--- config.mk ---
export PLATFORM = sky130hd
export DESIGN_NAME = lockwdt_top
export DESIGN_NICKNAME = d
export VERILOG_FILES = /design/src/rtl/lockwdt_pkg.sv /design/src/rtl/lockwdt_prescaler.sv /design/src/rtl/lockwdt_regs.sv /design/src/rtl/lockwdt_counter.sv /design/src/rtl/lockwdt_pulse.sv /design/src/rtl/lockwdt_top.sv
export SDC_FILE = /design/constraint.sdc
export NUM_CORES = 1
export LEC_CHECK = 0
export ABC_CLOCK_PERIOD_IN_PS = 3400
export CAP_MARGIN = 10
export CORE_AREA = 2 2 76 78
export DETAILED_ROUTE_END_ITERATION = 10
export DIE_AREA = 0 0 78 80
export PLACE_DENSITY = 0.83
export SLEW_MARGIN = 40
export SYNTH_ARGS = -nofsm -noshare
export SYNTH_HDL_FRONTEND = slang
export SYNTH_SLANG_ARGS = --single-unit
--- constraint.sdc ---
create_clock -name clk -period 3.4 [get_ports clk]
set_input_delay 0.34 -clock clk [delete_from_list [all_inputs] [get_ports clk]]
set_output_delay 0.34 -clock clk [all_outputs]
set_load 0.02 [all_outputs]
--- src/rtl/lockwdt_pkg.sv ---
package lockwdt_pkg;

    localparam int TOV_W       = 10;
    localparam int REG_W       = 32;
    localparam int LOCK_BIT    = 12;
    localparam int EN_BIT      = 14;
    localparam int ST_PLAIN_BIT = 24;
    localparam int ST_SURV_BIT = 25;
    localparam int RELOAD_BIT  = 31;

    // Architectural register state
    typedef struct packed {
        logic             st_surv;
        logic             st_plain;
        logic             en;
        logic             lock;
        logic [TOV_W-1:0] tov;
    } wdt_ctrl_t;

    // Decoded write request
    typedef struct packed {
        logic             valid;
        logic [TOV_W-1:0] tov;
        logic             en;
        logic             lock;
        logic             reload;
        logic             clr_plain;
        logic             clr_surv;
    } wdt_wr_t;

    function automatic logic [REG_W-1:0] pack_ctrl(input wdt_ctrl_t c);
        logic [REG_W-1:0] v;
        v                = '0;
        v[TOV_W-1:0]     = c.tov;
        v[LOCK_BIT]      = c.lock;
        v[EN_BIT]        = c.en;
        v[ST_PLAIN_BIT]  = c.st_plain;
        v[ST_SURV_BIT]   = c.st_surv;
        return v;
    endfunction

    function automatic wdt_wr_t decode_wr(input logic valid, input logic [REG_W-1:0] d);
        wdt_wr_t w;
        w.valid     = valid;
        w.tov       = d[TOV_W-1:0];
        w.en        = d[EN_BIT];
        w.lock      = d[LOCK_BIT];
        w.reload    = d[RELOAD_BIT];
        w.clr_plain = d[ST_PLAIN_BIT];
        w.clr_surv  = d[ST_SURV_BIT];
        return w;
    endfunction

endpackage

--- src/rtl/lockwdt_prescaler.sv ---
module lockwdt_prescaler #(
    parameter int DIV = 32768
) (
    input  logic clk,
    input  logic por_rst,
    input  logic clr,
    input  logic tick_en,
    output logic sec_tick
);
    generate
        if (DIV <= 1) begin : g_direct
            assign sec_tick = tick_en & ~clr;
        end else begin : g_count
            localparam int W = $clog2(DIV);
            localparam logic [W-1:0] LAST = W'(DIV - 1);
            logic [W-1:0] cnt;

            assign sec_tick = tick_en & ~clr & (cnt == LAST);

            always_ff @(posedge clk) begin
                if (por_rst || clr) begin
                    cnt <= '0;
                end else if (tick_en) begin
                    cnt <= (cnt == LAST) ? '0 : cnt + W'(1);
                end
            end
        end
    endgenerate
endmodule

--- src/rtl/lockwdt_regs.sv ---
module lockwdt_regs
    import lockwdt_pkg::*;
#(
    parameter logic [TOV_W-1:0] INIT_TOV = 10'd59,
    parameter bit               SURVIVE  = 1'b0
) (
    input  logic             clk,
    input  logic             por_rst,
    input  logic             warm_rst,
    input  wdt_wr_t          wr,
    input  logic             expire,
    output wdt_ctrl_t        ctrl,
    output logic [TOV_W-1:0] tov_nxt,
    output logic             start,
    output logic             reload
);
    localparam wdt_ctrl_t RST_CTRL = '{st_surv: 1'b0, st_plain: 1'b0, en: 1'b0,
                                       lock: 1'b0, tov: INIT_TOV};

    wdt_ctrl_t nxt_w;   // effect of write / warm reset
    wdt_ctrl_t nxt;     // after expiry overrides

    always_comb begin
        nxt_w  = ctrl;
        start  = 1'b0;
        reload = 1'b0;
        if (warm_rst) begin
            if (!ctrl.lock) begin
                nxt_w.en  = 1'b0;
                nxt_w.tov = INIT_TOV;
            end
        end else if (wr.valid) begin
            if (!ctrl.lock) begin
                nxt_w.tov  = wr.tov;
                nxt_w.en   = wr.en;
                nxt_w.lock = wr.lock;
            end
            if (wr.clr_plain) nxt_w.st_plain = 1'b0;
            if (wr.clr_surv)  nxt_w.st_surv  = 1'b0;
            reload = wr.reload;
            start  = wr.en & ~ctrl.en & ~ctrl.lock;
        end
        tov_nxt = nxt_w.tov;
    end

    always_comb begin
        nxt = nxt_w;
        if (expire) begin
            if (!ctrl.lock) nxt.en = 1'b0;
            if (SURVIVE) nxt.st_surv  = 1'b1;
            else         nxt.st_plain = 1'b1;
        end
    end

    always_ff @(posedge clk) begin
        if (por_rst) ctrl <= RST_CTRL;
        else         ctrl <= nxt;
    end
endmodule

--- src/rtl/lockwdt_counter.sv ---
module lockwdt_counter #(
    parameter int               TOV_W    = 10,
    parameter logic [TOV_W-1:0] INIT_TOV = 10'd59
) (
    input  logic             clk,
    input  logic             por_rst,
    input  logic             warm_rst,
    input  logic             en,
    input  logic             sec_tick,
    input  logic             load,
    input  logic [TOV_W-1:0] load_tov,
    output logic             expire
);
    localparam int CNT_W = TOV_W + 1;
    logic [CNT_W-1:0] secs_left;

    assign expire = en & sec_tick & ~warm_rst & (secs_left == CNT_W'(1));

    always_ff @(posedge clk) begin
        if (por_rst) begin
            secs_left <= {1'b0, INIT_TOV} + CNT_W'(1);
        end else if (load || expire) begin
            secs_left <= {1'b0, load_tov} + CNT_W'(1);
        end else if (en && sec_tick) begin
            secs_left <= secs_left - CNT_W'(1);
        end
    end
endmodule

--- src/rtl/lockwdt_pulse.sv ---
module lockwdt_pulse #(
    parameter int LEN = 16
) (
    input  logic clk,
    input  logic por_rst,
    input  logic fire,
    output logic rst_out
);
    localparam int W = $clog2(LEN + 1);
    logic [W-1:0] remain;

    assign rst_out = (remain != '0);

    always_ff @(posedge clk) begin
        if (por_rst)            remain <= '0;
        else if (fire)          remain <= W'(LEN);
        else if (remain != '0)  remain <= remain - W'(1);
    end
endmodule

--- src/rtl/lockwdt_top.sv ---
module lockwdt_top
    import lockwdt_pkg::*;
#(
    parameter int PRESCALE  = 32768,
    parameter int PULSE_LEN = 16,
    parameter int INIT_TOV  = 59,
    parameter bit SURVIVE   = 1'b0
) (
    input  logic        clk,
    input  logic        por_rst,
    input  logic        warm_rst,
    input  logic        tick_en,
    input  logic        wr_en,
    input  logic [31:0] wr_data,
    output logic [31:0] rd_data,
    output logic        rst_out
);
    localparam logic [TOV_W-1:0] INIT_FIELD = TOV_W'(INIT_TOV);

    wdt_wr_t          wr;
    wdt_ctrl_t        ctrl;
    logic [TOV_W-1:0] tov_nxt;
    logic             start, reload, sec_tick, expire;
    logic             spare_unused;

    assign wr           = decode_wr(wr_en, wr_data);
    assign spare_unused = ^{wr_data[30:26], wr_data[23:15], wr_data[13], wr_data[11:10]};

    lockwdt_prescaler #(.DIV(PRESCALE)) u_pre (
        .clk      (clk),
        .por_rst  (por_rst),
        .clr      (warm_rst),
        .tick_en  (tick_en),
        .sec_tick (sec_tick)
    );

    lockwdt_regs #(.INIT_TOV(INIT_FIELD), .SURVIVE(SURVIVE)) u_regs (
        .clk      (clk),
        .por_rst  (por_rst),
        .warm_rst (warm_rst),
        .wr       (wr),
        .expire   (expire),
        .ctrl     (ctrl),
        .tov_nxt  (tov_nxt),
        .start    (start),
        .reload   (reload)
    );

    lockwdt_counter #(.TOV_W(TOV_W), .INIT_TOV(INIT_FIELD)) u_cnt (
        .clk      (clk),
        .por_rst  (por_rst),
        .warm_rst (warm_rst),
        .en       (ctrl.en),
        .sec_tick (sec_tick),
        .load     (warm_rst | reload | start),
        .load_tov (tov_nxt),
        .expire   (expire)
    );

    lockwdt_pulse #(.LEN(PULSE_LEN)) u_pulse (
        .clk     (clk),
        .por_rst (por_rst),
        .fire    (expire),
        .rst_out (rst_out)
    );

    assign rd_data = pack_ctrl(ctrl);
endmodule

==> results.md, run 1 <==
- Period Utilization, post-route: 0.7387
- GRT Overall Usage: 0.1943
- Number of setup buffers added after CTS: 0
- Synth async-reset ratio: 0
- Number of antenna violations at the first check in global routing: 0
- Critical path data arrival time: 2.69 ns
- Area of the die: 0.006240 sq mm
- Final Cell Area: approximately 0.0032 sq mm
- Min Clock Period, post-route: ~2.5 ns
- Remaining number of nets flagged by the antenna check after routing: 0
- Synth unique cells: 59
- Post-layout utilization of the core: 0.5889
- Row count: 27
- Path type of the worst setup path: register to register
- Fraction of final layout cells sized beyond drive strength 1: 0.08197
- EDFF count, synth: 0
- Lkg Pwr: between 1 and 1.5 nW
- Count of hold buffers inserted by post-cts repair: 0
- CTS-repair resized insts: 0
- Sort of element at the start of the critical path: register
- Total of endpoints with negative setup slack in the final report: 0
- Setup clock skew after layout: roughly 0.0057 ns
- Syn-to-layout area delta: 15.01%
- Wire length of the first global-routing pass: between 9000 and 10,000 um
- Placement Setup Slack: 0.5883 ns
- Fmax achieved: 398.2 MHz
- Drt initial violations: ~150
- Total length of routed wires: 5891 um
- Die extent in x: 78 um
- VDD IR max: approximately 340 uV
- Worst reg2reg path depth: 8
- Port Buf Inserts: 32
- Number of buffers between clock root and the deepest sink: 2
- Worst hold path type: register to register
- Count of buffer and inverter cells on the critical path: 2
- Root Buffer: clkbuf_8
- Die span in y: approximately 80 um
- Placed wire-length estimate after detailed placement: between 4000 and 5000 um
- PD cells: roughly 420 mW/mm^2
- Sequential area share after synthesis: 0.3183
- Dominant register cell in the synthesized netlist: dfxtp_1
- Beginning of the worst register-to-register path: u_regs.ctrl[10]
- Biggest cell delay along the critical path: 0.54 ns
- Critical path required time: 3.58 ns
- Fin. max-slew vios: 0
- Post-Synthesis Mean Instance Area: 8.262 sq um
- Clock tree from TritonCTS: yes
- Flop-to-flop setup slack: about 0.9 ns
- Total Negative Setup Slacks: 0 ns
- Number of top-level design ports: 70
- Synthesis Warnings: 0
- TritonCTS sink count: 44
- Number of fillers in the final layout: 498
- Via count of the first global-routing pass: approximately 2,200
- Setup repair after global routing missed its margin: false
- Post-Place Cell Area: 0.003084 sq mm
- RR Endpoint: u_cnt.secs_left[8]
- Crit path max-delay cell type: or4_1
- Source of the worst hold timing path: u_regs.ctrl[12]
- Detail-routed via count per cell: 5.436
- Number of synthesized register bits: 44
- Post-route DRC: 0
- Number of cells on the worst hold path: 2
- Hold worst-path end: u_regs.ctrl[12]
- Run status: finished clean
- Clock slew seen by the registers of the worst setup and hold paths: roughly 0.080 ns
- Worst-skew pair later-pin latency: 0.29 ns
- Final-report hold violation count: 0
- Top fanout value on the critical path: 20
- Total stage count of the critical path: 8
- Core area: 0.005405 sq mm
- Maximum number of pins on one net before global-route repair: 29
- Antenna diode instance count: 0
- Syn Inst Count: 335
- Total standard cell area after synthesis: 0.002768 sq mm
- Gp weighted congestion: 0.8562
- Initial Utilization: 0.5120
- Number of max-cap violations: 0
- Total CTS buffers: 5
- Sum of overflow across all layers after global routing: 0
- Drt first pass iters: 4
- Hold slack final: approximately 0.48 ns
- Setup slack after layout: 0.8885 ns
- Actual slew at the worst max-slew pin: 0.6832 ns
- List of cells traversed by the critical path: buf_4 > nand2b_1 > o311a_1 > ha_1 > inv_1 > or4_1 > a32oi_1 > nor3_1
- Number of nets in the finished design: between 400 and 500
- Max-slew headroom: 0.5397
- Routed WL per cell: between 10 and 15 um
- Type of destination of the critical path: register
- Vias after detailed routing: 2,381
- Top cell family by delay on the critical path: simple AND/OR/NAND/NOR gates
- H-tree depth: 2
[worst register-to-register path: stages (launching register included)]
cell	delay, ns
dfxtp_1	0.31
buf_4	0.21
nand2b_1	0.39
o311a_1	0.37
ha_1	0.22
inv_1	0.11
or4_1	0.54
a32oi_1	0.21
nor3_1	0.06
[layer usage]
metal  global-route usage  part of all wire  up-vias
li1                     -                 -     1218
met1               0.2319              0.44     1113
met2               0.3500              0.51       45
met3              0.03846             0.042        5
met4              0.06140            0.0078        0
met5                    0                 0        -
[cells in the mapped netlist (all sizes together) (7+ instances only)]
cell type   n  area (sq um)
nor2       48         180.2
xor2       12         105.1
o21ai      10         50.05
inv         7         26.28
nand3      11         60.06
nand2      20         75.07
dfxtp      44         880.8
nand4       8         80.08
nor3       12         60.06
xnor2      11         96.34
a21oi      17         85.08
buf        27         198.9
nand2b     13         81.33
[report_power, final]
| part | leakage [nW] | switching [mW] | internal [mW] |
|---|---|---|---|
| Combinational | 0.719 | 0.206 | 0.167 |
| Sequential | 0.359 | 0.0386 | 0.561 |
| Clock | 0.0501 | 0.163 | 0.211 |
[stage by stage]
| step | cells | power (mW) |
|---|---|---|
| final | 438 | 1.347 |
| after floorplan | 353 | 0.8912 |
| after CTS | 438 | 1.358 |
| after global placement | 432 | 0.9671 |
| after detailed placement | 432 | 0.9825 |
| after global routing | 438 | 1.423 |
[worst max-delay path by stage]
stage                               to             from
global route        u_cnt.secs_left[8]            wr_en
floorplan           u_cnt.secs_left[8]  u_regs.ctrl[10]
detailed placement  u_cnt.secs_left[8]            wr_en
CTS                 u_cnt.secs_left[8]  u_regs.ctrl[10]
finish              u_cnt.secs_left[8]  u_regs.ctrl[10]
global placement    u_cnt.secs_left[8]            wr_en
[kinds of logic (layout without fill, tap and decap cells)]
logic type,Yosys count,after routing,synth area share
AO/OA/AOI/OAI,66,66,0.1804
XOR/XNOR,23,23,0.07278
flip-flops,44,44,0.3183
buffers and inverters,40,53,0.08951
multiplexers,2,2,0.007685
AND/OR/NAND/NOR,153,153,0.3029
adder cells (fa/ha/maj),6,6,0.02712
other,1,19,0.001355
[state kept, by name, summed over array words and instances (netlist names)]
signal,cells
u_regs.ctrl,13
u_pulse.remain,5
u_cnt.secs_left,11
u_pre.g_count.cnt,15
[area by class of cell]
class,count,area (sq um),area share
multi-input combinational,269,1707,0.5362
clock buffer,5,68.82,0.02162
timing repair buffer,40,380.4,0.1195
tap,72,90.09,0.02830
clock inverter,1,30.03,0.009434
sequential,44,880.8,0.2767
inverter,7,26.28,0.008255
[cell usage in the layout (no fill, tap or decap), types with 2 or more instances in the layout]
cell / n
a32oi_1: 2
a21oi_1: 17
nor2_1: 48
and3_1: 4
nor4_1: 2
or2_2: 6
nand3b_1: 4
clkbuf_8: 5
o21ai_0: 8
conb_1: 19
and4_1: 2
or3_1: 6
o311a_1: 4
nand2_1: 20
clkdlybuf4s50_1: 32
nor4bb_1: 2
a211oi_1: 6
xnor2_1: 11
xor2_1: 12
nand4_4: 2
nand4_1: 6
o21bai_1: 5
nor2b_1: 2
o31ai_1: 4
buf_4: 8
ha_1: 6
nand2b_1: 13
or4_1: 3
a21o_1: 2
or3b_1: 2
dfxtp_1: 44
nand3_1: 10
o21ba_2: 2
o21ai_1: 2
and2_1: 4
nor3_1: 12
inv_1: 7
Note: power is estimated with default switching activity, not from simulation.
==> inputs of run 2 (changes only) <==
Settings changed: ABC_CLOCK_PERIOD_IN_PS 3400 to 2200, CORE_AREA 2 2 76 78 to 2 2 82 84, DIE_AREA 0 0 78 80 to 0 0 84 86, PLACE_DENSITY 0.83 to 0.75.
Clock period 3.4 ns to 2.2 ns, I/O delays scaled along.
==> run 2 against run 1 <==
Against the previous run:
- combinational power is 72% higher
- sequential share of layout area is 2.4 points lower
- clock power is 44% higher
- critical path depth is 1 higher
- sequential power is 55% higher
- flip-flop and latch count stayed put
- design area is 9.8% higher
- global-route usage is 0.66 points lower
- count of clock-buffer cells in the layout is 2 higher
- total power is 57% higher
==> results.md, run 2 (same netlist as run 1, synthesis figures left out) <==
- Worst hold path type: register to register
- Fmax achieved: 484.0 MHz
- Min Clock Period, post-route: about 2.1 ns
- VDD IR max: 607.0 uV
- Initial Utilization: 0.4409
- Critical path data arrival time: between 2 and 2.5 ns
- Area of the die: roughly 0.0072 sq mm
- Core area: 0.006277 sq mm
- Commonest non-fill, non-tap cells in the layout: 48 x nor2_1, 45 x buf_4, 43 x dfxtp_1
- Number of max-cap violations: 0
- Number of antenna violations at the first check in global routing: 0
- TritonCTS sink count: 44
- Top fanout value on the critical path: 16
- Die extent in x: roughly 84 um
- Syn-to-layout area delta: 26.31%
- PD cells: 603.1 mW/mm^2
- Number of nets in the finished design: 448
- Register name with the most flops: u_pre.g_count.cnt
- Total length of routed wires: around 6800 um
- Period Utilization, post-route: 0.9391
- GRT Overall Usage: 0.1877
- Remaining number of nets flagged by the antenna check after routing: 0
- Root Buffer: clkbuf_8
- Area of the multi-input gates: 0.001732 sq mm
- Gp weighted congestion: 0.8676
- H-tree depth: 2
- Sequential standard cell area: 882.1 sq um
- Worst-skew pair later-pin latency: ~0.31 ns
- Number of buffers between clock root and the deepest sink: 2
- Total of endpoints with negative setup slack in the final report: 0
- List of cells traversed by the critical path: clkdlybuf4s50_1 > buf_4 > or3_1 > o311a_1 > ha_1 > inv_1 > or4_1 > a32oi_1 > nor3_1
- Max FFs per register: 15
- Top cell family by delay on the critical path: buffers and inverters
- Biggest cell delay along the critical path: 0.51 ns
- Port Buf Inserts: 32
- Detail-routed via count per cell: 5.437
- Antenna diode instance count: 0
- Routed WL per cell: 14.05 um
- Number of top-level design ports: 70
- Critical path required time: 2.39 ns
- Lkg Pwr: between 1 and 1.5 nW
- Count of buffer and inverter cells on the critical path: 3
- Type of destination of the critical path: register
- Sort of element at the start of the critical path: input port
- Drt initial violations: 105
- Placed wire-length estimate after detailed placement: 5060 um
- Total CTS buffers: 5
- Fin. max-slew vios: 0
- Wire length of the first global-routing pass: 11,090 um
- Most frequent standard cell in the layout excluding fill and tap cells: nor2_1
- Via count of the first global-routing pass: 2,513
- Placed cell count: 472
- Final-report hold violation count: 0
- Drt first pass iters: 4
- Fraction of final layout cells sized beyond drive strength 1: 0.1749
- Largest regs: u_pre.g_count.cnt x15, u_regs.ctrl x13, u_cnt.secs_left x11
- Post-route DRC: 0
- Count of hold buffers inserted by post-cts repair: 0
- Row count: 29
- Setup clock skew after layout: 0.003714 ns
- Vias after detailed routing: 2,626
- Run status: finished clean
- Path type of the worst setup path: input port to register
- Clock slew seen by the registers of the worst setup and hold paths: 0.08 ns
- Final non-filler cell total: 483
- Sum of overflow across all layers after global routing: 0
- Clock tree from TritonCTS: yes
- Number of fillers in the final layout: 587
- Maximum number of pins on one net before global-route repair: 29
- Die span in y: 86 um
- Crit path max-delay cell type: or4_1
- Post-layout utilization of the core: 0.5569
run 2: cell type report:
type | instances | area share
Multi-Input combinational cell | 269 | 0.4953
Sequential cell | 44 | 0.2523
Timing Repair Buffer | 78 | 0.1904
Tap cell | 77 | 0.02756
Clock buffer | 7 | 0.02470
Inverter | 7 | 0.007516
Clock inverter | 1 | 0.002147
run 2: final timing paths:
check	from	to	slack, ns	cells after the start
max	warm_rst	u_cnt.secs_left[8]	0.13	9
min	u_pre.g_count.cnt[13]	u_pre.g_count.cnt[13]	0.49	2
max reg2reg	u_regs.ctrl[10]	u_cnt.secs_left[8]	0.15	8
min reg2reg	u_pre.g_count.cnt[13]	u_pre.g_count.cnt[13]	0.49	2
run 2: per-stage QoR:
step           hold slack (ns)  TNS (ns)  setup WS [ns]  instance area (sq um)  power [mW]
3_5_place_dp            0.4812    -1.640        -0.2741                   3353       1.574
2_1_floorplan           0.3607         0        0.01034                   2835       1.377
6_report                0.4942         0         0.1341                   3496       2.108
3_3_place_gp            0.4653    -1.061        -0.2238                   3353       1.552
5_1_grt                 0.5260  -0.02580       -0.02580                   3496       2.235
4_1_cts                 0.4955         0        0.05759                   3447       2.112
run 2: tightest hold or removal path: cells and delay by family, from the launching register on:
family | cells | cell delay (ns)
AO/OA/AOI/OAI | 2 | 0.13
flip-flops | 1 | 0.32
run 2: power breakdown:
group	total [mW]	internal [mW]	switching [mW]	leakage, nW
clock network	0.537	0.255	0.282	0.0445
logic	0.643	0.308	0.335	0.915
registers	0.928	0.868	0.0603	0.359
run 2: what timing repair did:
action / CTS / global route
resized for setup: 0 / 6
setup buffers: 0 / 2
setup endpoints to repair: 0 / 8
run 2: routing by layer:
layer,part of all wire,track usage,wire (um),up-vias
li1,-,-,-,1293
met1,0.43,0.2152,2908,1241
met2,0.50,0.3425,3381,82
met3,0.058,0.04331,392,10
met4,0.015,0.06598,104,0
met5,0,0,0,-
==> inputs of run 3 (changes only) <==
Settings changed: CORE_AREA 2 2 82 84 to 3 3 93 95, DIE_AREA 0 0 84 86 to 0 0 96 98, PLACE_DENSITY 0.75 to not set.
==> run 3 against run 2 <==
Against the previous run:
- hold slack lost 0.0028 ns
- via count shrank 2.6%
- clock skew grew 0.0039 ns
- critical path type is now register to register
==> results.md, run 3 (same netlist as run 1, synthesis figures left out) <==
- Vias after detailed routing: 2,559
- Period Utilization, post-route: 0.9442
- Lkg Pwr: 1.311 nW
- Via count of the first global-routing pass: ~2,500
- Worst reg2reg path depth: 7
- H-tree depth: 2
- Actual slew at the worst max-slew pin: 0.5959 ns
- Clock tree from TritonCTS: yes
- Worst-skew pair later-pin latency: around 0.30 ns
- Critical path data arrival time: ~2.3 ns
- Wire length of the first global-routing pass: 11,600 um
- Post-route DRC: 0
- Antenna diode instance count: 0
- Setup clock skew after layout: 0.007656 ns
- Top fanout value on the critical path: 12
- Core area: 0.007807 sq mm
- Met3 Resource Use GR: 0.02619
- Detail-routed via count per cell: 5.057
- Biggest cell delay along the critical path: 0.50 ns
- Fmax achieved: 481.4 MHz
- Type of destination of the critical path: register
- Number of fillers in the final layout: 802
- Total Negative Setup Slacks: 0 ns
- Met2 track utilization from global routing: 0.2512
- Number of max-cap violations: 0
- Die extent in x: 96 um
- Number of antenna violations at the first check in global routing: 0
- List of cells traversed by the critical path: buf_4 > and2_1 > a211oi_1 > a211o_1 > or4_1 > a32oi_1 > nor3_1
- Max-slew headroom: 0.6019
- Fraction of final layout cells sized beyond drive strength 1: 0.1757
- Number of cells on the worst hold path: 2
- Area of the multi-input gates: 0.001727 sq mm
- Power Total: 2.084 mW
- Placed wire-length estimate after detailed placement: roughly 5100 um
- Routed WL per cell: 13.20 um
- GRT Overall Usage: 0.1502
- Commonest non-fill, non-tap cells in the layout: 48 x nor2_1, 44 x buf_4, 44 x dfxtp_1
- Setup slack after layout: between 0.1 and 0.15 ns
- Post-layout utilization of the core: 0.4503
- Post-Place Cell Area: 0.003405 sq mm
- Area of the die: 0.009408 sq mm
- Count of hold buffers inserted by post-cts repair: 0
- Port Buf Inserts: 32
- Placement Setup Slack: -0.2496 ns
- Register name with the most flops: u_pre.g_count.cnt
- Syn-to-layout area delta: 27.03%
- Remaining number of nets flagged by the antenna check after routing: 0
- Clock slew seen by the registers of the worst setup and hold paths: 0.08 ns
- TritonCTS sink count: 44
- Run status: finished clean
- Crit path max-delay cell type: or4_1
- VDD IR max: roughly 330 uV
- Total CTS buffers: 5
- Number of top-level design ports: 70
- Fin. max-slew vios: 0
- Drt first pass iters: 4
- Largest regs: u_pre.g_count.cnt x15, u_regs.ctrl x13, u_cnt.secs_left x11
- Sequential standard cell area: between 800 and 900 sq um
- Number of nets in the finished design: 447
- Sort of element at the start of the critical path: register
- Hold slack final: 0.4913 ns
- Worst hold path type: register to register
- Row count: 32
- Initial Utilization: 0.3545
- Final non-filler cell total: 506
- GR met1 Demand/Resource: 0.1997
- Final Cell Area: 0.003516 sq mm
- Maximum number of pins on one net before global-route repair: 29
- Min Clock Period, post-route: 2.077 ns
- Drt initial violations: 150
- Die span in y: 98 um
- Number of buffers between clock root and the deepest sink: 2
- Total length of routed wires: 6678 um
- Gr busiest metal: met2
- Most frequent standard cell in the layout excluding fill and tap cells: nor2_1
- Total of endpoints with negative setup slack in the final report: 0
- Sum of overflow across all layers after global routing: 0
- PD cells: ~600 mW/mm^2
- Max FFs per register: 15
- Setup repair after global routing missed its margin: false
- Final-report hold violation count: 0
- Placed cell count: 498
- Path type of the worst setup path: register to register
- Critical path required time: 2.38 ns
- Root Buffer: clkbuf_8
- Gp weighted congestion: 0.8295
-- run 3: final timing paths --
path / start / to / slack, ns
worst max-delay path: u_regs.ctrl[10] / u_cnt.secs_left[9] / 0.12
worst min-delay path: u_pre.g_count.cnt[13] / u_pre.g_count.cnt[13] / 0.49
worst max register to register: u_regs.ctrl[10] / u_cnt.secs_left[9] / 0.12
worst min register to register: u_pre.g_count.cnt[13] / u_pre.g_count.cnt[13] / 0.49
-- run 3: area by class of cell --
type	instances	area share
multi-input cells	269	0.4911
flip-flops and latches	44	0.2505
repair buffers	77	0.1915
well taps	102	0.03630
clock buffers	5	0.01957
inverters	7	0.007473
clock inverters	2	0.003559
-- run 3: routing by layer --
metal	vias to the layer above	share of wire
met3	10	0.038
met1	1202	0.46
li1	1286	-
met5	-	0
met2	61	0.49
met4	0	0.0091
-- run 3: repair_timing --
action | CTS | global route
setup endpoints to repair | 0 | 8
gates resized for setup | 0 | 5
setup buffers | 0 | 1
endpoints found under the hold margin | 0 | 0
-- run 3: report_power, final --
group	internal (mW)	leakage (nW)	switching (mW)	total, mW
clock	0.216	0.0400	0.293	0.508
sequential	0.868	0.359	0.0577	0.925
combinational	0.314	0.912	0.336	0.650
total	1.40	1.31	0.686	2.08
-- run 3: worst max-delay path, delay by kind of cell (launching register included) --
family | cells | cell delay [ns]
AO/OA/AOI/OAI | 3 | 0.60
buffers and inverters | 1 | 0.22
flip-flops | 1 | 0.43
AND/OR/NAND/NOR | 3 | 0.70
